**src/rtl/pfe_pkg.sv**
```systemverilog
package pfe_pkg;
  localparam int unsigned REG_W = 32;

  // word offsets of the register port
  localparam int unsigned OFF_CFG  = 0;
  localparam int unsigned OFF_XFER = 1;
  localparam int unsigned OFF_CTRL = 2;
  localparam int unsigned OFF_STAT = 3;

  localparam logic [REG_W-1:0] CFG_KEEP  = 32'h7F8F_7FBF;
  localparam logic [REG_W-1:0] CFG_RESET = 32'h0000_4000;

  localparam int unsigned DIR_BIT  = 0;
  localparam int unsigned THR_LSB  = 8;
  localparam int unsigned THR_W    = 7;

  localparam int unsigned STAT_PTR_LSB = 24;
  localparam int unsigned STAT_PTR_W   = 8;
  localparam int unsigned STAT_FLAG    = 16;

  typedef struct packed {
    logic cfg;
    logic xfer;
    logic ctrl;
  } wr_sel_t;
endpackage

```
**src/rtl/pfe_regfile.sv**
```systemverilog
module pfe_regfile
  import pfe_pkg::*;
#(
  parameter int unsigned XFER_W = 14
) (
  input  logic              clk,
  input  logic              rst,
  input  wr_sel_t           wsel,
  input  logic [REG_W-1:0]  wdata,
  output logic [REG_W-1:0]  cfg_q,
  output logic [XFER_W-1:0] xfer_q
);
  logic [REG_W-1:0] cfg_d;

  always_comb cfg_d = wdata & CFG_KEEP;

  always_ff @(posedge clk) begin
    if (rst) begin
      cfg_q  <= CFG_RESET;
      xfer_q <= '0;
    end else begin
      if (wsel.cfg)  cfg_q  <= cfg_d;
      if (wsel.xfer) xfer_q <= wdata[XFER_W-1:0];
    end
  end
endmodule

```
**src/rtl/pfe_engine.sv**
```systemverilog
module pfe_engine #(
  parameter int unsigned DEPTH  = 64,
  parameter int unsigned PTR_W  = 7,
  parameter int unsigned XFER_W = 14
) (
  input  logic              clk,
  input  logic              rst,
  input  logic              ctrl_we,
  input  logic              ctrl_bit,
  input  logic              dir_wp,
  input  logic [XFER_W-1:0] xfer_q,
  input  logic              push,
  input  logic              pop,
  output logic              run_q,
  output logic [PTR_W-1:0]  ptr_q,
  output logic [XFER_W-1:0] cnt_q
);
  localparam logic [PTR_W-1:0]  PTR_FULL = PTR_W'(DEPTH);
  localparam logic [XFER_W-1:0] CNT_ONE  = XFER_W'(1);

  logic fill_ok;
  logic drain_ok;
  logic step;
  logic last;

  always_comb begin
    fill_ok  = !dir_wp && push && (ptr_q != PTR_FULL);
    drain_ok =  dir_wp && pop  && (ptr_q != '0);
    step     = run_q && (fill_ok || drain_ok);
    last     = (cnt_q == CNT_ONE);
  end

  always_ff @(posedge clk) begin
    if (rst) begin
      run_q <= 1'b0;
      ptr_q <= '0;
      cnt_q <= '0;
    end else if (ctrl_we) begin
      run_q <= ctrl_bit && (xfer_q != '0);
      if (ctrl_bit) begin
        ptr_q <= dir_wp ? PTR_FULL : '0;
        cnt_q <= xfer_q;
      end
    end else if (step) begin
      ptr_q <= fill_ok ? ptr_q + 1'b1 : ptr_q - 1'b1;
      cnt_q <= cnt_q - 1'b1;
      if (last) run_q <= 1'b0;
    end
  end
endmodule

```
**src/rtl/pfe_status.sv**
```systemverilog
module pfe_status
  import pfe_pkg::*;
#(
  parameter int unsigned PTR_W  = 7,
  parameter int unsigned XFER_W = 14
) (
  input  logic [PTR_W-1:0]  ptr,
  input  logic [XFER_W-1:0] cnt,
  input  logic [THR_W-1:0]  thr,
  output logic [REG_W-1:0]  stat
);
  localparam int unsigned CMP_W = ((PTR_W > THR_W) ? PTR_W : THR_W) + 1;

  logic at_thr;

  always_comb begin
    at_thr = (CMP_W'(ptr) >= CMP_W'(thr));
    stat   = '0;
    stat[STAT_PTR_LSB +: STAT_PTR_W] = STAT_PTR_W'(ptr);
    stat[STAT_FLAG]                  = at_thr;
    stat[XFER_W-1:0]                 = cnt;
  end
endmodule

```
**src/rtl/prefetch_ctl.sv**
```systemverilog
module prefetch_ctl
  import pfe_pkg::*;
#(
  parameter int unsigned DEPTH  = 64,
  parameter int unsigned XFER_W = 14,
  parameter int unsigned ADDR_W = 4
) (
  input  logic              clk,
  input  logic              rst,
  input  logic [ADDR_W-1:0] reg_addr,
  input  logic              reg_we,
  input  logic [31:0]       reg_wdata,
  output logic [31:0]       reg_rdata,
  input  logic              fifo_push,
  input  logic              fifo_pop
);
  localparam int unsigned PTR_W = $clog2(DEPTH + 1);

  wr_sel_t           wsel;
  logic [REG_W-1:0]  cfg_q;
  logic [XFER_W-1:0] xfer_q;
  logic              eng_run;
  logic [PTR_W-1:0]  eng_ptr;
  logic [XFER_W-1:0] eng_cnt;
  logic [REG_W-1:0]  stat_word;
  logic [REG_W-1:0]  rd_mux;

  always_comb begin
    wsel.cfg  = reg_we && (reg_addr == ADDR_W'(OFF_CFG));
    wsel.xfer = reg_we && (reg_addr == ADDR_W'(OFF_XFER));
    wsel.ctrl = reg_we && (reg_addr == ADDR_W'(OFF_CTRL));
  end

  pfe_regfile #(.XFER_W(XFER_W)) u_regs (
    .clk    (clk),
    .rst    (rst),
    .wsel   (wsel),
    .wdata  (reg_wdata),
    .cfg_q  (cfg_q),
    .xfer_q (xfer_q)
  );

  pfe_engine #(.DEPTH(DEPTH), .PTR_W(PTR_W), .XFER_W(XFER_W)) u_eng (
    .clk      (clk),
    .rst      (rst),
    .ctrl_we  (wsel.ctrl),
    .ctrl_bit (reg_wdata[0]),
    .dir_wp   (cfg_q[DIR_BIT]),
    .xfer_q   (xfer_q),
    .push     (fifo_push),
    .pop      (fifo_pop),
    .run_q    (eng_run),
    .ptr_q    (eng_ptr),
    .cnt_q    (eng_cnt)
  );

  pfe_status #(.PTR_W(PTR_W), .XFER_W(XFER_W)) u_stat (
    .ptr  (eng_ptr),
    .cnt  (eng_cnt),
    .thr  (cfg_q[THR_LSB +: THR_W]),
    .stat (stat_word)
  );

  always_comb begin
    rd_mux = '0;
    if (reg_addr == ADDR_W'(OFF_CFG))       rd_mux = cfg_q;
    else if (reg_addr == ADDR_W'(OFF_XFER)) rd_mux = REG_W'(xfer_q);
    else if (reg_addr == ADDR_W'(OFF_CTRL)) rd_mux = REG_W'(eng_run);
    else if (reg_addr == ADDR_W'(OFF_STAT)) rd_mux = stat_word;
  end

  always_ff @(posedge clk) begin
    if (rst) reg_rdata <= '0;
    else     reg_rdata <= rd_mux;
  end
endmodule

```
**config.mk**
```make
export PLATFORM = sky130hd
export DESIGN_NAME = prefetch_ctl
export DESIGN_NICKNAME = d
export VERILOG_FILES = /design/src/rtl/pfe_pkg.sv /design/src/rtl/pfe_regfile.sv /design/src/rtl/pfe_engine.sv /design/src/rtl/pfe_status.sv /design/src/rtl/prefetch_ctl.sv
export SDC_FILE = /design/constraint.sdc
export NUM_CORES = 1
export LEC_CHECK = 0
export ABC_AREA = 1
export BUFFER_PORTS_ARGS = -buffer_cell sky130_fd_sc_hd__buf_2
export CAP_MARGIN = 0
export CORE_ASPECT_RATIO = 0.8
export CORE_MARGIN = 2
export CORE_UTILIZATION = 45
export CTS_BUF_LIST = sky130_fd_sc_hd__clkbuf_4 sky130_fd_sc_hd__clkbuf_8 sky130_fd_sc_hd__clkbuf_16
export CTS_CLUSTER_DIAMETER = 200
export DETAILED_ROUTE_END_ITERATION = 10
export GPL_TIMING_DRIVEN = 0
export PLACE_DENSITY_LB_ADDON = 0.2
export SETUP_SLACK_MARGIN = 0.15
export SYNTH_ARGS = -nofsm -noshare
export SYNTH_HDL_FRONTEND = slang
export SYNTH_SLANG_ARGS = --single-unit
```
**constraint.sdc**
```tcl
create_clock -name clk -period 3 [get_ports clk]
set_clock_uncertainty 0.05 [all_clocks]
set_input_delay 0.3 -clock clk [delete_from_list [all_inputs] [get_ports clk]]
set_output_delay 0.3 -clock clk [all_outputs]
set_load 0.03 [all_outputs]
```
After elaboration in Yosys (flattened, before gate mapping)

Index checks and enable logic that the tools add are counted.
W data, S select, Z words.

$add $sub $neg: 3
Order comparisons: 1
Equality and inequality tests: 6
Mux-type cells: 15
Reductions and logical operators: 20

Operator list:

| kind                    | number |
|---|---|
| $mux W31                | 4 |
| $mux W14                | 3 |
| $mux W7                 | 5 |
| $eq A14 B1 Y1 const B   | 1 |
| $reduce_bool A14 Y1     | 1 |
| $sub A14 B1 Y14 const B | 1 |
| $logic_and A1 B1 Y1     | 9 |
| $eq A4 B2 Y1 const B    | 2 |
| $add A7 B1 Y7 const B   | 1 |
| $ge A7 B7 Y1            | 1 |
| $ne A7 B7 Y1 const B    | 1 |
| $reduce_bool A7 Y1      | 1 |
| $sub A7 B1 Y7 const B   | 1 |
| $eq A4 B1 Y1 const B    | 1 |
| $logic_not A4 Y1        | 1 |
| $reduce_and A2 Y1       | 2 |
| $reduce_bool A2 Y1      | 2 |
| $reduce_or A4 Y1        | 1 |
| $mux W1                 | 3 |
| $ne A2 B2 Y1 const B    | 1 |
| $reduce_or A2 Y1        | 1 |
| $logic_not A1 Y1        | 1 |
| $logic_or A1 B1 Y1      | 1 |

Register bits: 94
Input bits: 41
Output and inout bits: 32
Word-level logic and storage cells: 53

Depth between registers and ports, before layout

Gate-level depths: netlist (run 1).

Word-level depth: 7
Gate-level depth with buffers: 15
Gate-level depth less buffers: 15

Modules after synthesis

From an unflattened synthesis (run 1), not the netlist that was laid out.

Cell total of the unflattened synthesis: 763
Area total of the unflattened synthesis: 5188.7 sq um

Modules (own cells, without submodules):

| module       | instances | cells each | area an instance (sq um) | seq. area each (sq um) |
|---|---|---|---|---|
| pfe_regfile  | 1         | 247        | 1670.4                   | 800.8 |
| pfe_engine   | 1         | 248        | 1635.3                   | 440.4 |
| prefetch_ctl | 1         | 201        | 1443.9                   | 640.6 |
| pfe_status   | 1         | 67         | 439.2                    | 0.0 |

Least setup slack after synthesis (run 1)

No wires, ideal clock.

Path kind: register to register
Start: register u_eng.ptr_q[6]
End: register u_eng.ptr_q[6]
Setup time: 0.134 ns
Arrival: 1.634 ns
Required time: 2.816 ns
Slack: 1.182 ns
Stages on the path, launching flop included: 15
Path buffers: 0
Clock period less this slack: 1.818 ns
Cell sequence: dfxtp_1 inv_1 nor3_2 nand2_1 nand2_2 inv_1 fa_1 inv_1 nand3_1 nand3_1 inv_1 nand2_1 nand3_1 nand2_1 a21oi_1

Longest elaborated chain between the ends: 6
Elaborated cells on any way between the ends: 13
Those cells by class: 2 x add/sub; 1 x eq/ne; 3 x mux; 7 x reduce/logical

RTL lines:

| element                                                               | line             | RTL |
|---|---|---|
| from (decl)                                                           | pfe_engine.sv:15 | `output logic [PTR_W-1:0] ptr_q,` |
| from (signal assigned)                                                | pfe_engine.sv:41 | `ptr_q <= dir_wp ? PTR_FULL : '0;` |
| from (signal assigned)                                                | pfe_engine.sv:45 | `ptr_q <= fill_ok ? ptr_q + 1'b1 : ptr_q - 1'b1;` |
| parallel branches: the longest is 6 deep, another holds $sub A7 B1 Y7 | --               |  |

Parallel ways; which one is timed is not known. The select of a mux whose other input is x is not followed.
A chain may end at the register's enable or synchronous reset.

Worst setup path after layout (run 1)

Start: register u_eng.ptr_q[2]
End: register u_eng.ptr_q[6]

The elaborated chain is that of the path after synthesis.

==> results of run 1 <==
-- Yosys cell counts (all sizes together) --
| cell | n |
|---|---|
| conb | 1 |
| clkbuf | 14 |
| a221oi | 1 |
| a21o | 1 |
| o2111ai | 1 |
| dfxtp | 89 |
| ha | 15 |
| nor3 | 4 |
| nand4 | 6 |
| o32ai | 3 |
| a31oi | 1 |
| a21boi | 1 |
| nand2 | 83 |
| fa | 1 |
| nor4 | 2 |
| buf | 16 |
| nand3 | 22 |
| o21ai | 88 |
| o22ai | 13 |
| nor2 | 50 |
| a21oi | 66 |
| xor2 | 9 |
| or2 | 1 |
| inv | 81 |
-- worst register-to-register path, cell delays in order (launching register included) --
cell	delay, ns
dfxtp_1	0.42
nor2_1	0.14
nand2_1	0.07
inv_1	0.05
nand2_1	0.07
nand2_2	0.16
inv_1	0.08
fa_1	0.36
inv_1	0.13
nand3_1	0.09
nand3_1	0.10
inv_1	0.05
nand2_1	0.06
nand3_1	0.07
nand2_1	0.11
a21oi_1	0.06
-- registers in the layout (all words and copies together), names as in the netlist --
register       count
u_regs.xfer_q     14
u_eng.ptr_q        7
u_eng.run_q        1
u_regs.cfg_q      26
u_eng.cnt_q       14
reg_rdata         27
-- routing by layer --
metal / global-route usage / vias up / wire, um
met2: 0.373 / 136 / 5460
met5: 0 / - / 0
li1: - / 2016 / -
met4: 0.0661 / 0 / 202
met3: 0.0497 / 20 / 666
met1: 0.347 / 1916 / 5850
-- power by group through the flow --
stage,clock (mW),sequential (mW),combinational [mW]
after floorplan,0,1.23,0.145
after global placement,0,1.23,0.216
after detailed placement,0,1.24,0.220
after CTS,1.23,1.21,0.223
after global routing,1.28,1.21,0.251
final,1.21,1.21,0.226
-- cell type report --
type / count / area (um^2)
Inverter: 81 / 304
Clock buffer: 11 / 246
Multi-Input combinational cell: 373 / 1960
Buffer: 30 / 164
Timing Repair Buffer: 62 / 310
Sequential cell: 89 / 1780
Tap cell: 115 / 144
Clock inverter: 4 / 76.3
Fill cell: 884 / 4090
-- worst paths after layout --
| path | to | from | cells after the start |
|---|---|---|---|
| max | u_eng.ptr_q[6] | u_eng.ptr_q[2] | 15 |
| min | u_regs.cfg_q[14] | reg_wdata[14] | 3 |
| max reg2reg | u_eng.ptr_q[6] | u_eng.ptr_q[2] | 15 |
| min reg2reg | reg_rdata[19] | u_regs.cfg_q[19] | 2 |
-- placed cells by master (no fill, tap or decap), drive strengths merged --
master	synthesis	final
buf	16	78
o2111ai	1	1
fa	1	1
or2	1	1
o22ai	13	13
dfxtp	89	89
a221oi	1	1
a21oi	66	66
conb	1	5
bufinv	0	2
nor4	2	2
o21ai	88	88
clkbuf	14	25
a21boi	1	1
xor2	9	9
o32ai	3	3
nor2	50	50
ha	15	15
clkinvlp	0	1
nand3	22	22
nor3	4	4
a21o	1	1
nand2	83	83
a31oi	1	1
nand4	6	6
inv	81	82
-- kinds of logic after synthesis --
group                    count (synthesis)  share of synthesized area
other                                    1                   0.000893
AO/OA/AOI/OAI                          175                      0.220
flip-flops                              89                      0.424
AND/OR/NAND/NOR                        168                      0.175
adder cells (fa/ha/maj)                 16                     0.0495
buffers and inverters                  111                      0.111
XOR/XNOR                                 9                     0.0188
-- stage by stage --
step	instances	total power, mW
3_5_place_dp	750	1.46
6_report	765	2.65
2_1_floorplan	573	1.38
5_1_grt	765	2.74
3_3_place_gp	750	1.45
4_1_cts	765	2.66
==> impl_metrics.ini, run 1 <==
[clocking]
clock-sinks = 89
worstSkewPairLatency_ns = 0.34
clkTransAtPathRegs_ns = 0.06
cts_tree = built
cts_setup_buffers = 0
cts_buffer_depth = 2
postCtsHoldBufs = 0
cts_resized = 0
cts_made_buffers = 9
h-tree-depth = 3
ctsRootBufferMaster = clkbuf_16

[hold_path]
worstHoldPathType = input port to register

[die]
die_y_um = 90.4
ios = 73
die_area_um2 = 10100
coreArea_um2 = 9080
die_w_um = 112
start_util = 0.463
placementRows = 31

[power_and_ir_drop]
power.net_switching_mw = 0.613
ir_worst_vdd_uv = 397
pwr-share-clk = 0.458
seqPwrFrac = 0.456
p_sw_frac = 0.231
power.internal_mw = 2.04
power_density_nw_per_um2 = 531
leakage_nw = 2.20
combPwrFrac = 0.085

[setup_path]
crit_path_end_kind = register
critical_path.startpoint_type = register
required_ns = 3.15
path_cells = nor2_1 -> nand2_1 -> inv_1 -> nand2_1 -> nand2_2 -> inv_1 -> fa_1 -> inv_1 -> nand3_1 -> nand3_1 -> inv_1 -> nand2_1 -> nand3_1 -> nand2_1 -> a21oi_1
arrival_ns = 2.34
rrSetupSlack_ns = 0.81
path_buf_inv = 4
slowest_delay_ns = 0.42
crit_fanout = 8
critical_path_class = register to register
path_delay_family = simple AND/OR/NAND/NOR gates
slowest_stage = dfxtp_1

[grt]
grt_start_max_net_pins = 15
grt_pass1_wl_um = 19200
grt_pass1_vias = 3858
grt_usage = 0.242
antenna_found_initial = 0
grt_overflow = 0

[timing]
period_minus_slack_ns = 2.19
setup_tns_ns = 0
grt_setup_unrepaired = false
worst_pin_slew_ns = 0.603
fin_crit_sh = 0.730
maxSlewViolCount = 0
finalHoldViolCount = 0
timing.fmax_mhz = 457
slew_headroom = 0.598
setup_slack_ns = 0.810
whs_ns = 0.132
setup_viol = 0

[detailed_routing]
num_vias = 4088
vias_per_cell = 5.34
drtIter0Drc = 288
ant_nets = 0
wl_um = 12200
wire_per_inst_um = 15.9
drc_errors = 0
dr.pass1.iters = 5

[finish]
final_layout_size_suffix_gt1_frac = 0.175
n_antenna_cell = 0
syn_to_final_growth_pct = 18.9
nets = 703
fin_area_um2 = 4990
utilization = 0.550

[placed_design]
pre_cts_slack_ns = 0.832
gp_congestion = 0.934
io_buffers = 62
placed_cell_area_um2 = 4670
dp_hpwl_um = 9300

[synth]
synth_top_area_cell = dfxtp_1
yosys_register_bits = 89
syn_inst = 569
synth_top_area_share = 0.424
avgSynthCellArea_um2 = 7.38
yosysSeqAreaShare = 0.424
synth-warning-count = 0
syn_area_um2 = 4200
synth_area_leaders = dfxtp_1, o21ai_0, a21oi_1
ys_types = 35

[run_status]
status = finished clean

[job]
drv_cap = 0
(Power assumes the default switching activity.)
==> run 2: changes to the inputs <==
==> constraint.sdc (replaced) <==
create_clock -name clk -period 2.1 [get_ports clk]
set_clock_uncertainty 0.05 [all_clocks]
set_input_delay 0.21 -clock clk [delete_from_list [all_inputs] [get_ports clk]]
set_output_delay 0.21 -clock clk [all_outputs]
set_load 0.03 [all_outputs]
==> impl_metrics.ini, run 2 (synthesis results as in run 1) <==
[finish]
final_cell_mix = dfxtp_1, nand2_1, o21ai_0
utilization = 0.569
fin_area_um2 = 5160
largest-register = reg_rdata
nets = 710
final_common_cell = dfxtp_1
largest_register_ffs = 27
n_antenna_cell = 0
final_layout_size_suffix_gt1_frac = 0.221
syn_to_final_growth_pct = 23.0
reg_top3 = reg_rdata: 27 flops, u_regs.cfg_q: 26 flops

[placed_design]
pre_cts_slack_ns = -0.0675
dp_hpwl_um = 9300
io_buffers = 62
placed_cell_area_um2 = 4670
gp_congestion = 0.934

[setup_path]
slowest_stage = dfxtp_2
critical_path.startpoint_type = register
path_buf_inv = 0
required_ns = 2.25
path_delay_family = simple AND/OR/NAND/NOR gates
critical_path_class = register to register
startpoint = u_eng.ptr_q[4]
path_cells = nor3_4 -> nand2_4 -> nand2_8 -> ha_1 -> a21oi_1 -> nand3_2 -> nand3_1 -> nand3_1 -> nand2_1 -> a21oi_1
crit_fanout = 8
reg2reg_from = u_eng.ptr_q[4]
slowest_delay_ns = 0.37
arrival_ns = 2.11
crit_path_end_kind = register

[clocking]
cts_tree = built
cts_made_buffers = 9
clkTransAtPathRegs_ns = 0.06
cts_buffer_depth = 2
h-tree-depth = 3
postCtsHoldBufs = 0
ctsRootBufferMaster = clkbuf_16
worstSkewPairLatency_ns = 0.34
clock-sinks = 89

[die]
coreArea_um2 = 9080
ios = 73
die_y_um = 90.4
die_area_um2 = 10100
start_util = 0.463
die_w_um = 112
placementRows = 31

[detailed_routing]
num_vias = 4145
wl_um = 12500
drc_errors = 0
vias_per_cell = 5.37
ant_nets = 0
drtIter0Drc = 315
wire_per_inst_um = 16.2
dr.pass1.iters = 5

[timing]
period_minus_slack_ns = 1.97
whs_ns = 0.0410
timing.fmax_mhz = 508
worst_pin_slew_ns = 0.590
finalHoldViolCount = 0
setup_slack_ns = 0.132
grt_setup_unrepaired = true
setup_viol = 0
slew_headroom = 0.607
fin_crit_sh = 0.937
maxSlewViolCount = 0

[power_and_ir_drop]
finalPower_mw = 3.81
power_density_nw_per_um2 = 737
ir_worst_vdd_uv = 572
leakage_nw = 2.24

[grt]
grt.busiest_layer = met2
grt_overflow = 0
grtUsageMet1 = 0.348
grt_usage = 0.245
antenna_found_initial = 0
met3_usage = 0.0497
grt_start_max_net_pins = 15
grt.met2_usage = 0.382
grt_pass1_wl_um = 19400
grt_pass1_vias = 3880

[hold_path]
worstHoldPathType = input port to register
hold_start = reg_wdata[14]

[run_status]
status = finished clean

[job]
drv_cap = 0
-- run 2: changes by cell type in the layout (fill, tap and decap cells not counted), moves of 3 or more --
| cell | previous run | this run |
|---|---|---|
| dfxtp_2 | 0 | 3 |
| dfxtp_4 | 0 | 4 |
| dfxtp_1 | 89 | 82 |
| inv_1 | 73 | 69 |
| nor2_1 | 46 | 43 |
| buf_4 | 5 | 12 |
| inv_2 | 8 | 11 |
-- run 2: tightest hold or removal path, stage by stage --
cell and delay, ns:
buf_2 0.07, a21oi_1 0.05, o21ai_0 0.06
-- run 2: timing repair --
| action | in CTS | in global routing |
|---|---|---|
| resized for setup | 14 | 21 |
| setup endpoints to repair | 5 | 5 |
| pin swaps | 2 | 20 |
| setup buffers | 4 | 3 |
-- run 2: final timing paths --
path / end / slack [ns] / depth (start not counted)
setup / recovery: u_eng.ptr_q[6] / 0.13 / 10
hold / removal: u_regs.cfg_q[14] / 0.04 / 3
setup reg to reg: u_eng.ptr_q[6] / 0.13 / 10
hold reg to reg: reg_rdata[19] / 0.39 / 2
-- run 2: per-layer routing --
metal  part of all wire  vias up
met2               0.45      135
met5                  0        -
met4              0.018        0
met3              0.052       19
li1                   -     2028
met1               0.48     1963
-- run 2: final cells by class --
type | instances | area [um^2]
clock inverter | 4 | 76.3
multi-input combinational | 373 | 2060
clock buffer | 11 | 246
inverter | 81 | 307
fill | 863 | 3910
sequential | 89 | 1800
tap | 115 | 144
timing repair buffer | 69 | 363
buffer | 30 | 164
-- run 2: stage by stage --
| stage | instances | setup TNS (ns) |
|---|---|---|
| final | 772 | 0 |
| after global routing | 772 | 0 |
| after CTS | 769 | 0 |
| after detailed placement | 750 | -0.111 |
| after global placement | 750 | -0.0217 |
| after floorplan | 573 | 0 |
-- run 2: power by group --
group / internal [mW] / total, mW / switching, mW
combinational: 0.120 / 0.341 / 0.221
clock: 1.09 / 1.74 / 0.655
sequential: 1.71 / 1.72 / 0.0149
